--- src/rtl/lsu_pkg.sv ---
package lsu_pkg;
  // Sequencer phases of one load or store operation.
  typedef enum logic [1:0] {
    ST_IDLE = 2'd0,  // waiting for op_valid
    ST_ADDR = 2'd1,  // address held, data register read on port A
    ST_MEM  = 2'd2,  // memory strobe on the port
    ST_LDWB = 2'd3   // load data being written back
  } lsu_state_t;
endpackage

--- src/rtl/lsu_regfile.sv ---
// Register file with NRD combinational read ports and one write port.
// Register 0 is hardwired to zero.
module lsu_regfile #(
  parameter int REG_W = 4,
  parameter int SEL_W = 4,
  parameter int NRD   = 2,
  localparam int REG_N = 1 << SEL_W
) (
  input  logic                       clk,
  input  logic [NRD-1:0][SEL_W-1:0]  rd_sel,
  output logic [NRD-1:0][REG_W-1:0]  rd_data,
  input  logic                       wr_en,
  input  logic [SEL_W-1:0]           wr_sel,
  input  logic [REG_W-1:0]           wr_data
);
  logic [REG_W-1:0] cells [REG_N];

  // Writes to register 0 are dropped so that no stale value is ever stored there.
  always_ff @(posedge clk) begin
    if (wr_en && (wr_sel != '0))
      cells[wr_sel] <= wr_data;
  end

  for (genvar g = 0; g < NRD; g++) begin : g_rd
    assign rd_data[g] = (rd_sel[g] == '0) ? '0 : cells[rd_sel[g]];
  end
endmodule

--- src/rtl/lsu_agen.sv ---
// Joins the register pair into a base address and adds the sign-extended displacement.
module lsu_agen #(
  parameter int REG_W  = 4,
  parameter int DISP_W = 4,
  localparam int ADDR_W = 2 * REG_W
) (
  input  logic [REG_W-1:0]  base_hi,
  input  logic [REG_W-1:0]  base_lo,
  input  logic [DISP_W-1:0] disp,
  output logic [ADDR_W-1:0] addr
);
  logic [ADDR_W-1:0] base_w;
  logic [ADDR_W-1:0] disp_w;

  always_comb begin
    base_w = {base_hi, base_lo};
    disp_w = {{(ADDR_W-DISP_W){disp[DISP_W-1]}}, disp};
    addr   = base_w + disp_w;  // the carry out is dropped, so the sum wraps
  end
endmodule

--- src/rtl/lsu_ctrl.sv ---
// Sequencer: accepts one operation, registers the memory strobes, returns load data.
module lsu_ctrl
  import lsu_pkg::*;
#(
  parameter int REG_W  = 4,
  parameter int SEL_W  = 4,
  localparam int ADDR_W = 2 * REG_W
) (
  input  logic              clk,
  input  logic              rst,
  input  logic              op_valid,
  input  logic              op_store,
  input  logic [SEL_W-1:0]  op_reg,
  input  logic [ADDR_W-1:0] agen_addr,
  input  logic [REG_W-1:0]  data_rd,
  output logic              data_phase,
  output logic [SEL_W-1:0]  data_sel,
  output logic              ld_we,
  output logic              busy,
  output logic [ADDR_W-1:0] mem_addr,
  output logic [REG_W-1:0]  mem_wdata,
  output logic              mem_we,
  output logic              mem_re
);
  lsu_state_t        state;
  logic              kind_q;
  logic [SEL_W-1:0]  reg_q;
  logic [ADDR_W-1:0] addr_q;

  always_ff @(posedge clk) begin
    if (rst) begin
      state     <= ST_IDLE;
      kind_q    <= 1'b0;
      reg_q     <= '0;
      addr_q    <= '0;
      mem_addr  <= '0;
      mem_wdata <= '0;
      mem_we    <= 1'b0;
      mem_re    <= 1'b0;
    end else begin
      unique case (state)
        ST_IDLE: begin
          if (op_valid) begin
            state  <= ST_ADDR;
            kind_q <= op_store;
            reg_q  <= op_reg;
            addr_q <= agen_addr;
          end
        end
        ST_ADDR: begin
          state     <= ST_MEM;
          mem_addr  <= addr_q;
          mem_wdata <= data_rd;
          mem_we    <= kind_q;
          mem_re    <= !kind_q;
        end
        ST_MEM: begin
          mem_we <= 1'b0;
          mem_re <= 1'b0;
          state  <= kind_q ? ST_IDLE : ST_LDWB;
        end
        ST_LDWB: state <= ST_IDLE;
        default: state <= ST_IDLE;
      endcase
    end
  end

  assign busy       = (state != ST_IDLE);
  assign data_phase = (state == ST_ADDR);
  assign data_sel   = reg_q;
  assign ld_we      = (state == ST_LDWB);
endmodule

--- src/rtl/pairaddr_lsu.sv ---
// Top: register-pair load/store address unit.
module pairaddr_lsu #(
  parameter int REG_W  = 4,
  parameter int SEL_W  = 4,
  parameter int DISP_W = 4,
  localparam int ADDR_W = 2 * REG_W
) (
  input  logic              clk,
  input  logic              rst,
  input  logic              op_valid,
  input  logic              op_store,
  input  logic [SEL_W-1:0]  op_reg,
  input  logic [SEL_W-1:0]  op_base,
  input  logic [DISP_W-1:0] op_disp,
  output logic              busy,
  input  logic              wb_en,
  input  logic [SEL_W-1:0]  wb_sel,
  input  logic [REG_W-1:0]  wb_data,
  output logic [ADDR_W-1:0] mem_addr,
  output logic [REG_W-1:0]  mem_wdata,
  output logic              mem_we,
  output logic              mem_re,
  input  logic [REG_W-1:0]  mem_rdata
);
  localparam int NRD = 2;

  logic [NRD-1:0][SEL_W-1:0] rd_sel;
  logic [NRD-1:0][REG_W-1:0] rd_data;
  logic [SEL_W-1:0]          pair_lo_sel;
  logic [ADDR_W-1:0]         agen_addr;
  logic                      data_phase;
  logic [SEL_W-1:0]          data_sel;
  logic                      ld_we;
  logic                      rf_we;
  logic [SEL_W-1:0]          rf_sel;
  logic [REG_W-1:0]          rf_data;

  // The register numbered after the base wraps modulo the file size, so 15 pairs with 0.
  assign pair_lo_sel = op_base + SEL_W'(1);

  // Port A reads the base register, or the data register in the phase after accept.
  assign rd_sel[0] = data_phase ? data_sel : op_base;
  assign rd_sel[1] = pair_lo_sel;

  // A returning load owns the write port. A writeback in the same cycle is lost.
  always_comb begin
    rf_we   = ld_we | wb_en;
    rf_sel  = ld_we ? data_sel  : wb_sel;
    rf_data = ld_we ? mem_rdata : wb_data;
  end

  lsu_regfile #(.REG_W(REG_W), .SEL_W(SEL_W), .NRD(NRD)) u_rf (
    .clk     (clk),
    .rd_sel  (rd_sel),
    .rd_data (rd_data),
    .wr_en   (rf_we),
    .wr_sel  (rf_sel),
    .wr_data (rf_data)
  );

  lsu_agen #(.REG_W(REG_W), .DISP_W(DISP_W)) u_agen (
    .base_hi (rd_data[0]),
    .base_lo (rd_data[1]),
    .disp    (op_disp),
    .addr    (agen_addr)
  );

  lsu_ctrl #(.REG_W(REG_W), .SEL_W(SEL_W)) u_ctrl (
    .clk        (clk),
    .rst        (rst),
    .op_valid   (op_valid),
    .op_store   (op_store),
    .op_reg     (op_reg),
    .agen_addr  (agen_addr),
    .data_rd    (rd_data[0]),
    .data_phase (data_phase),
    .data_sel   (data_sel),
    .ld_we      (ld_we),
    .busy       (busy),
    .mem_addr   (mem_addr),
    .mem_wdata  (mem_wdata),
    .mem_we     (mem_we),
    .mem_re     (mem_re)
  );
endmodule

--- config.mk ---
export PLATFORM = sky130hd
export DESIGN_NAME = pairaddr_lsu
export DESIGN_NICKNAME = d
export VERILOG_FILES = /design/src/rtl/lsu_pkg.sv /design/src/rtl/lsu_regfile.sv /design/src/rtl/lsu_agen.sv /design/src/rtl/lsu_ctrl.sv /design/src/rtl/pairaddr_lsu.sv
export SDC_FILE = /design/constraint.sdc
export NUM_CORES = 1
export LEC_CHECK = 0
export ABC_CLOCK_PERIOD_IN_PS = 8700
export CORE_MARGIN = 2
export CORE_UTILIZATION = 55
export DETAILED_ROUTE_END_ITERATION = 8
export PLACE_DENSITY_LB_ADDON = 0.08
export SLEW_MARGIN = 40
export SYNTH_ARGS = -nofsm -noshare
export SYNTH_HDL_FRONTEND = slang
export SYNTH_SLANG_ARGS = --single-unit
--- constraint.sdc ---
create_clock -name clk -period 8.7 [get_ports clk]
set_clock_uncertainty 0.1 [all_clocks]
set_input_delay 1.305 -clock clk [delete_from_list [all_inputs] [get_ports clk]]
set_output_delay 1.305 -clock clk [all_outputs]
set_load 0.1 [all_outputs]
* Word-level counts from Yosys, hierarchy flattened
Memories as Yosys holds them, arrays and structs flattened.
Index checks and enable logic that the tools add are counted.
** Word-level totals
- Register bits :: 29
- Memory bits (writable) :: 64
- Input bits :: 29
- Output and inout port bits :: 15
- Logic and storage cells :: 37
- Memories kept :: 1
** Memories
- u_rf.cells :: words 16, width 4, rd ports 2, clocked after Yosys merged registers in 0, write ports 1, RTL line lsu_regfile.sv:16 : logic [REG_W-1:0] cells [REG_N];
** Operators by class
- Add/sub/neg operators :: 2
- Equality and inequality tests :: 4
- Multiplexer cells :: 12
- Bitwise gates (word level) :: 1
- Reduce and logical (&&, ||, !) cells :: 9
** Operator list (count)
- two-way mux 4 bit :: 5
- adder 8 bit :: 1
- zero test 4 bit :: 2
- one-hot mux 2 bit (4 select lines) :: 1
- adder 4 x 1 -> 4 bit (second input constant) :: 1
- == test 2 bit (second input constant) :: 2
- two-way mux 2 bit :: 2
- one-hot mux 1 bit (2 select lines) :: 2
- nonzero test 2 bit :: 2
- nonzero test 4 bit :: 1
- == test 2 x 1 -> 1 bit (second input constant) :: 1
- zero test 2 bit :: 1
- two-way mux 1 bit :: 2
- != test 2 bit (second input constant) :: 1
- AND reduction 2 bit :: 1
- logical AND 1 bit :: 1
- zero test 1 bit :: 1
- bitwise OR 1 bit :: 1

* Depth between registers and ports, before layout
- Depth in word-level cells :: 6
- Mapped depth :: 16
- Depth with buffers taken out :: 14

* By module
From an unflattened synthesis, not the netlist that was laid out.
** Second synthesis, totals
- Cell total of the unflattened synthesis :: 363
- Area total of the unflattened synthesis :: 4670.7 µm²
** By module, submodules not included
- lsu_regfile :: times used 1, cells each 180, area each 3002.9 µm², seq. area each 1831.8 µm²
- lsu_ctrl :: times used 1, cells each 121, area each 1117.3 µm², seq. area each 580.6 µm²
- lsu_agen :: times used 1, cells each 42, area each 331.6 µm², seq. area each 0.0 µm²
- pairaddr_lsu :: times used 1, cells each 20, area each 219.0 µm², seq. area each 0.0 µm²

* Worst setup path before layout
Ideal clock, no wire load.
- Kind :: input port to flip-flop
- Start point :: input port op_base[0]
- End point :: register u_ctrl.addr_q[7]
- Library setup time :: 132 ps
- Data arrival time :: 4437 ps
- Data required time :: 8468 ps
- Setup slack :: 4031 ps
- Stages on the path :: 15
- Path buffers :: 1
- Path through :: ha_1 > buf_2 > mux4_2 > mux2_2 > o22a_1 > nor2_1 > a211o_1 > inv_2 > ha_1 > a21oi_1 > o211ai_1 > a2111oi_0 > o211ai_1 > a211oi_2 > nor4_2
** On the way
- Longest elaborated chain between the ends :: 4
- Elaborated cells on any way between the ends :: 8
- Classes of those cells :: 2 x add/sub; 3 x mux; 2 x reduce/logical; 1 x memory
** Ends and longest elaborated chain
- start: declaration :: RTL line pairaddr_lsu.sv:13 : input logic [SEL_W-1:0] op_base,
- adder 4 x 1 -> 4 bit or two-way mux 4 bit (tied branches) :: RTL line pairaddr_lsu.sv:39, pairaddr_lsu.sv:42
- memory read (16 x 4 bit) or zero test 4 bit (tied branches)
- two-way mux 4 bit :: RTL line lsu_regfile.sv:25 : assign rd_data[g] = (rd_sel[g] == '0) ? '0 : cells[rd_sel[g]];
- adder 8 bit * :: RTL line lsu_agen.sv:18 : addr = base_w + disp_w;
- end signal: assignment :: RTL line lsu_ctrl.sv:47 : addr_q <= agen_addr;
- end: declaration :: RTL line lsu_ctrl.sv:28 : logic [ADDR_W-1:0] addr_q;
Every way passes the cells marked *; elsewhere a longest branch is shown, timed or not.
A chain may end at the register's enable or synchronous reset.

* Worst setup path after layout
- Start point :: input port op_base[1]
- End point :: register u_ctrl.addr_q[7]
Same word-level chain as after synthesis.

==> impl_metrics.ini <==
[floorplanning]
core_area_um2 = 9200
io_pins = 44
start_util_pct = 56.3
die_y_um = 101
rows = 35
die_x_um = 101
dieArea_um2 = 10200

[critical_path]
critical_path_required_ns = 8.84
critPathKind = in2reg
rr_worst_depth = 14
cp_max_fo = 16
crit_chain = clkdlybuf4s50_1 -> ha_2 -> mux4_2 -> mux2_2 -> o22a_1 -> nor2_1 -> a211o_1 -> inv_2 -> ha_1 -> a21oi_1 -> o211ai_1 -> a2111oi_0 -> o211ai_1 -> a211oi_2 -> nor4_2
cpPeakStageDelay_ns = 0.79
arrival_ns = 5.79
worstReg2RegEnd = u_ctrl.addr_q[7]
cpMaxStageDelayCell = ha_2
start_kind = input pin
r2r_start = u_ctrl.state[1]
ff2ff_setup_slack_ns = 4.44
endpoint_kind = register
cp_common_cell = o211ai_1

[pwr]
clkPwrFrac_pct = 22.3
internal-power_mw = 0.777
p_sw_share_pct = 38.7
power_mw = 1.27
power_density_nw_per_um2 = 220
p_leak_nw = 2.07
seqPwrFrac_pct = 41.5
combPwrFrac_pct = 36.2
vdd_ir_drop_max_v = 0.0000789
netSwitchingPower_mw = 0.490

[global_routing]
antenna_found_initial = 0
grt_overflow_total = 0
grt_pass1_wl_um = 19800
grt_pass1_vias = 3704
grt_max_degree = 50
globalRouteTotalUtil_pct = 25.8

[routing]
wirelength_um = 12600
drc_errors = 0
ant_nets = 0
drt_first_pass_iters = 6
viasPerCell = 6.32
wl_per_cell_um = 20.1
via_count = 3962
drtIter0Drc = 486

[timing]
setup-violations-final = 0
period_share_pct = 64.9
layout_setup_ws_ns = 3.05
tightestPinTransition_ns = 0.725
drv_slew = 0
tns_ns = 0
whs_ns = 0.358
rsz0062_at_grt = no
fmax_mhz = 177
relSlewSlack_pct = 51.7
hold_viol = 0
period_needed_ns = 5.65

[synth]
ys_ff_latch = 93
ys_warn_count = 0
syn_inst = 477
synth_ff_type = edfxtp_1
synthTopCellsByArea = edfxtp_1 37%, dfxtp_1 11%, mux4_2 8.3%
synth-edff-count = 64
synth_top_area_share_pct = 37.1
seq_area_frac_synth_pct = 48.3
syn_area_um2 = 5180
yosysTopAreaCell = edfxtp_1
synth.most_common_cell = edfxtp_1
synth_common_cells = 64 x edfxtp_1, 49 x nand2_1, 48 x nor2_1
ys_types = 65
async_flop_share_pct = 0
synth.avg_cell_area_um2 = 10.9

[clocking]
insertion_delay_ns = 0.37
numClockSinks = 93
post_cts_resized = 0
hold_buffers = 0
clkTransAtPathRegs_ns = 0.10
cts_root_buf = clkbuf_8
cts_made_buffers = 9
cts_tree = done
cts-htree-levels = 3
cts_buffer_depth = 2
post_cts.repair.setup_buffers = 0

[hold_path]
hold_path.class = reg2reg
holdCritStartpoint = u_ctrl.addr_q[3]
min_delay_path_depth = 2
whs_endpoint = u_ctrl.addr_q[3]

[cells_and_area]
fill_cells = 736
syn_to_final_growth_pct = 11.4
drive_gt1_share_pct = 15.5
diodes = 0
fin_cells = 627
final_net_count = 554

[placed_design]
pre_cts_ws_ns = 2.50
place_congestion = 0.972
portBuffers = 43
place_hpwl_um = 9180
place_inst = 611

[job]
maxCapViolations = 0

[status]
status = complete, no violations
worst max path at each step:
stage,from,end,slack [ns],cells past startpoint
floorplan,op_base[0],u_ctrl.addr_q[7],4.03,15
global placement,op_base[1],u_ctrl.addr_q[7],2.55,15
detailed placement,op_base[1],u_ctrl.addr_q[7],2.50,15
CTS,op_base[1],u_ctrl.addr_q[7],2.86,15
global route,op_base[1],u_ctrl.addr_q[7],2.71,15
finish,op_base[1],u_ctrl.addr_q[7],3.05,15
power by group through the flow:
stage	logic [mW]	clock network, mW	registers (mW)
finish	0.459	0.283	0.526
global route	0.496	0.308	0.529
CTS	0.456	0.288	0.526
global placement	0.459	0	0.536
detailed placement	0.454	0	0.536
floorplan	0.297	0	0.597
cells by family after synthesis:
family | after synthesis | synth area share [%]
multiplexers | 45 | 13.7
XOR/XNOR | 4 | 0.677
adder cells (fa/ha/maj) | 14 | 3.53
AND/OR/NAND/NOR | 138 | 11.9
flip-flops | 93 | 48.3
other | 1 | 0.0724
buffers and inverters | 47 | 4.18
AO/OA/AOI/OAI | 135 | 17.6
critical path, delay by kind of cell:
kind,cells,cell delay [ns]
and+or+nand+nor,2,0.16
muxes,2,0.87
adders and majority gates,2,1.05
AOI/OAI and AO/OA,7,1.66
buffers and inverters,2,0.73
sequential cells by signal, indices dropped and copies added (netlist names):
signal,flops
u_ctrl.kind_q,1
u_ctrl.mem_wdata,4
u_ctrl.data_sel,4
u_ctrl.state,2
u_ctrl.addr_q,8
u_ctrl.mem_addr,8
u_rf.cells,64
u_ctrl.mem_we,1
u_ctrl.mem_re,1
final cells by class:
cell class	count	area (um^2)	area share [%]
Sequential cell	93	2500	43.4
Clock buffer	9	124	2.15
Clock inverter	7	62.6	1.08
Timing Repair Buffer	48	388	6.72
Multi-Input combinational cell	340	2480	43.0
Inverter	19	71.3	1.24
Tap cell	111	139	2.41
layout by cell type (no fill, tap or decap), drive strengths merged, types with 3 or more instances in the layout:
cell	n
a211oi	14
a21o	5
a21oi	43
a22oi	4
a2bb2oi	3
a31oi	4
buf	21
clkbuf	9
clkdlybuf4s50	27
conb	4
dfxtp	29
edfxtp	64
ha	13
inv	24
mux2	12
mux2i	14
mux4	19
nand2	49
nand2b	6
nand3	8
nor2	48
nor2b	9
nor3	5
nor3b	4
o211ai	6
o21a	4
o21ai	20
o22ai	5
o31a	3
per-layer routing:
layer | part of all wire [%] | global-route usage [%] | vias up
met1 | 45 | 36.4 | 1876
li1 | - | - | 1864
met2 | 46 | 41.4 | 196
met3 | 7.1 | 3.88 | 26
met4 | 1.9 | 8.32 | 0
met5 | 0 | 0 | -
through the flow:
step	cell area (um^2)	util, %
2_1_floorplan	5190	-
3_3_place_gp	5650	61.5
3_5_place_dp	5570	60.6
4_1_cts	5760	62.6
5_1_grt	5770	62.7
6_report	5770	62.7
(Power assumes the default switching activity.)
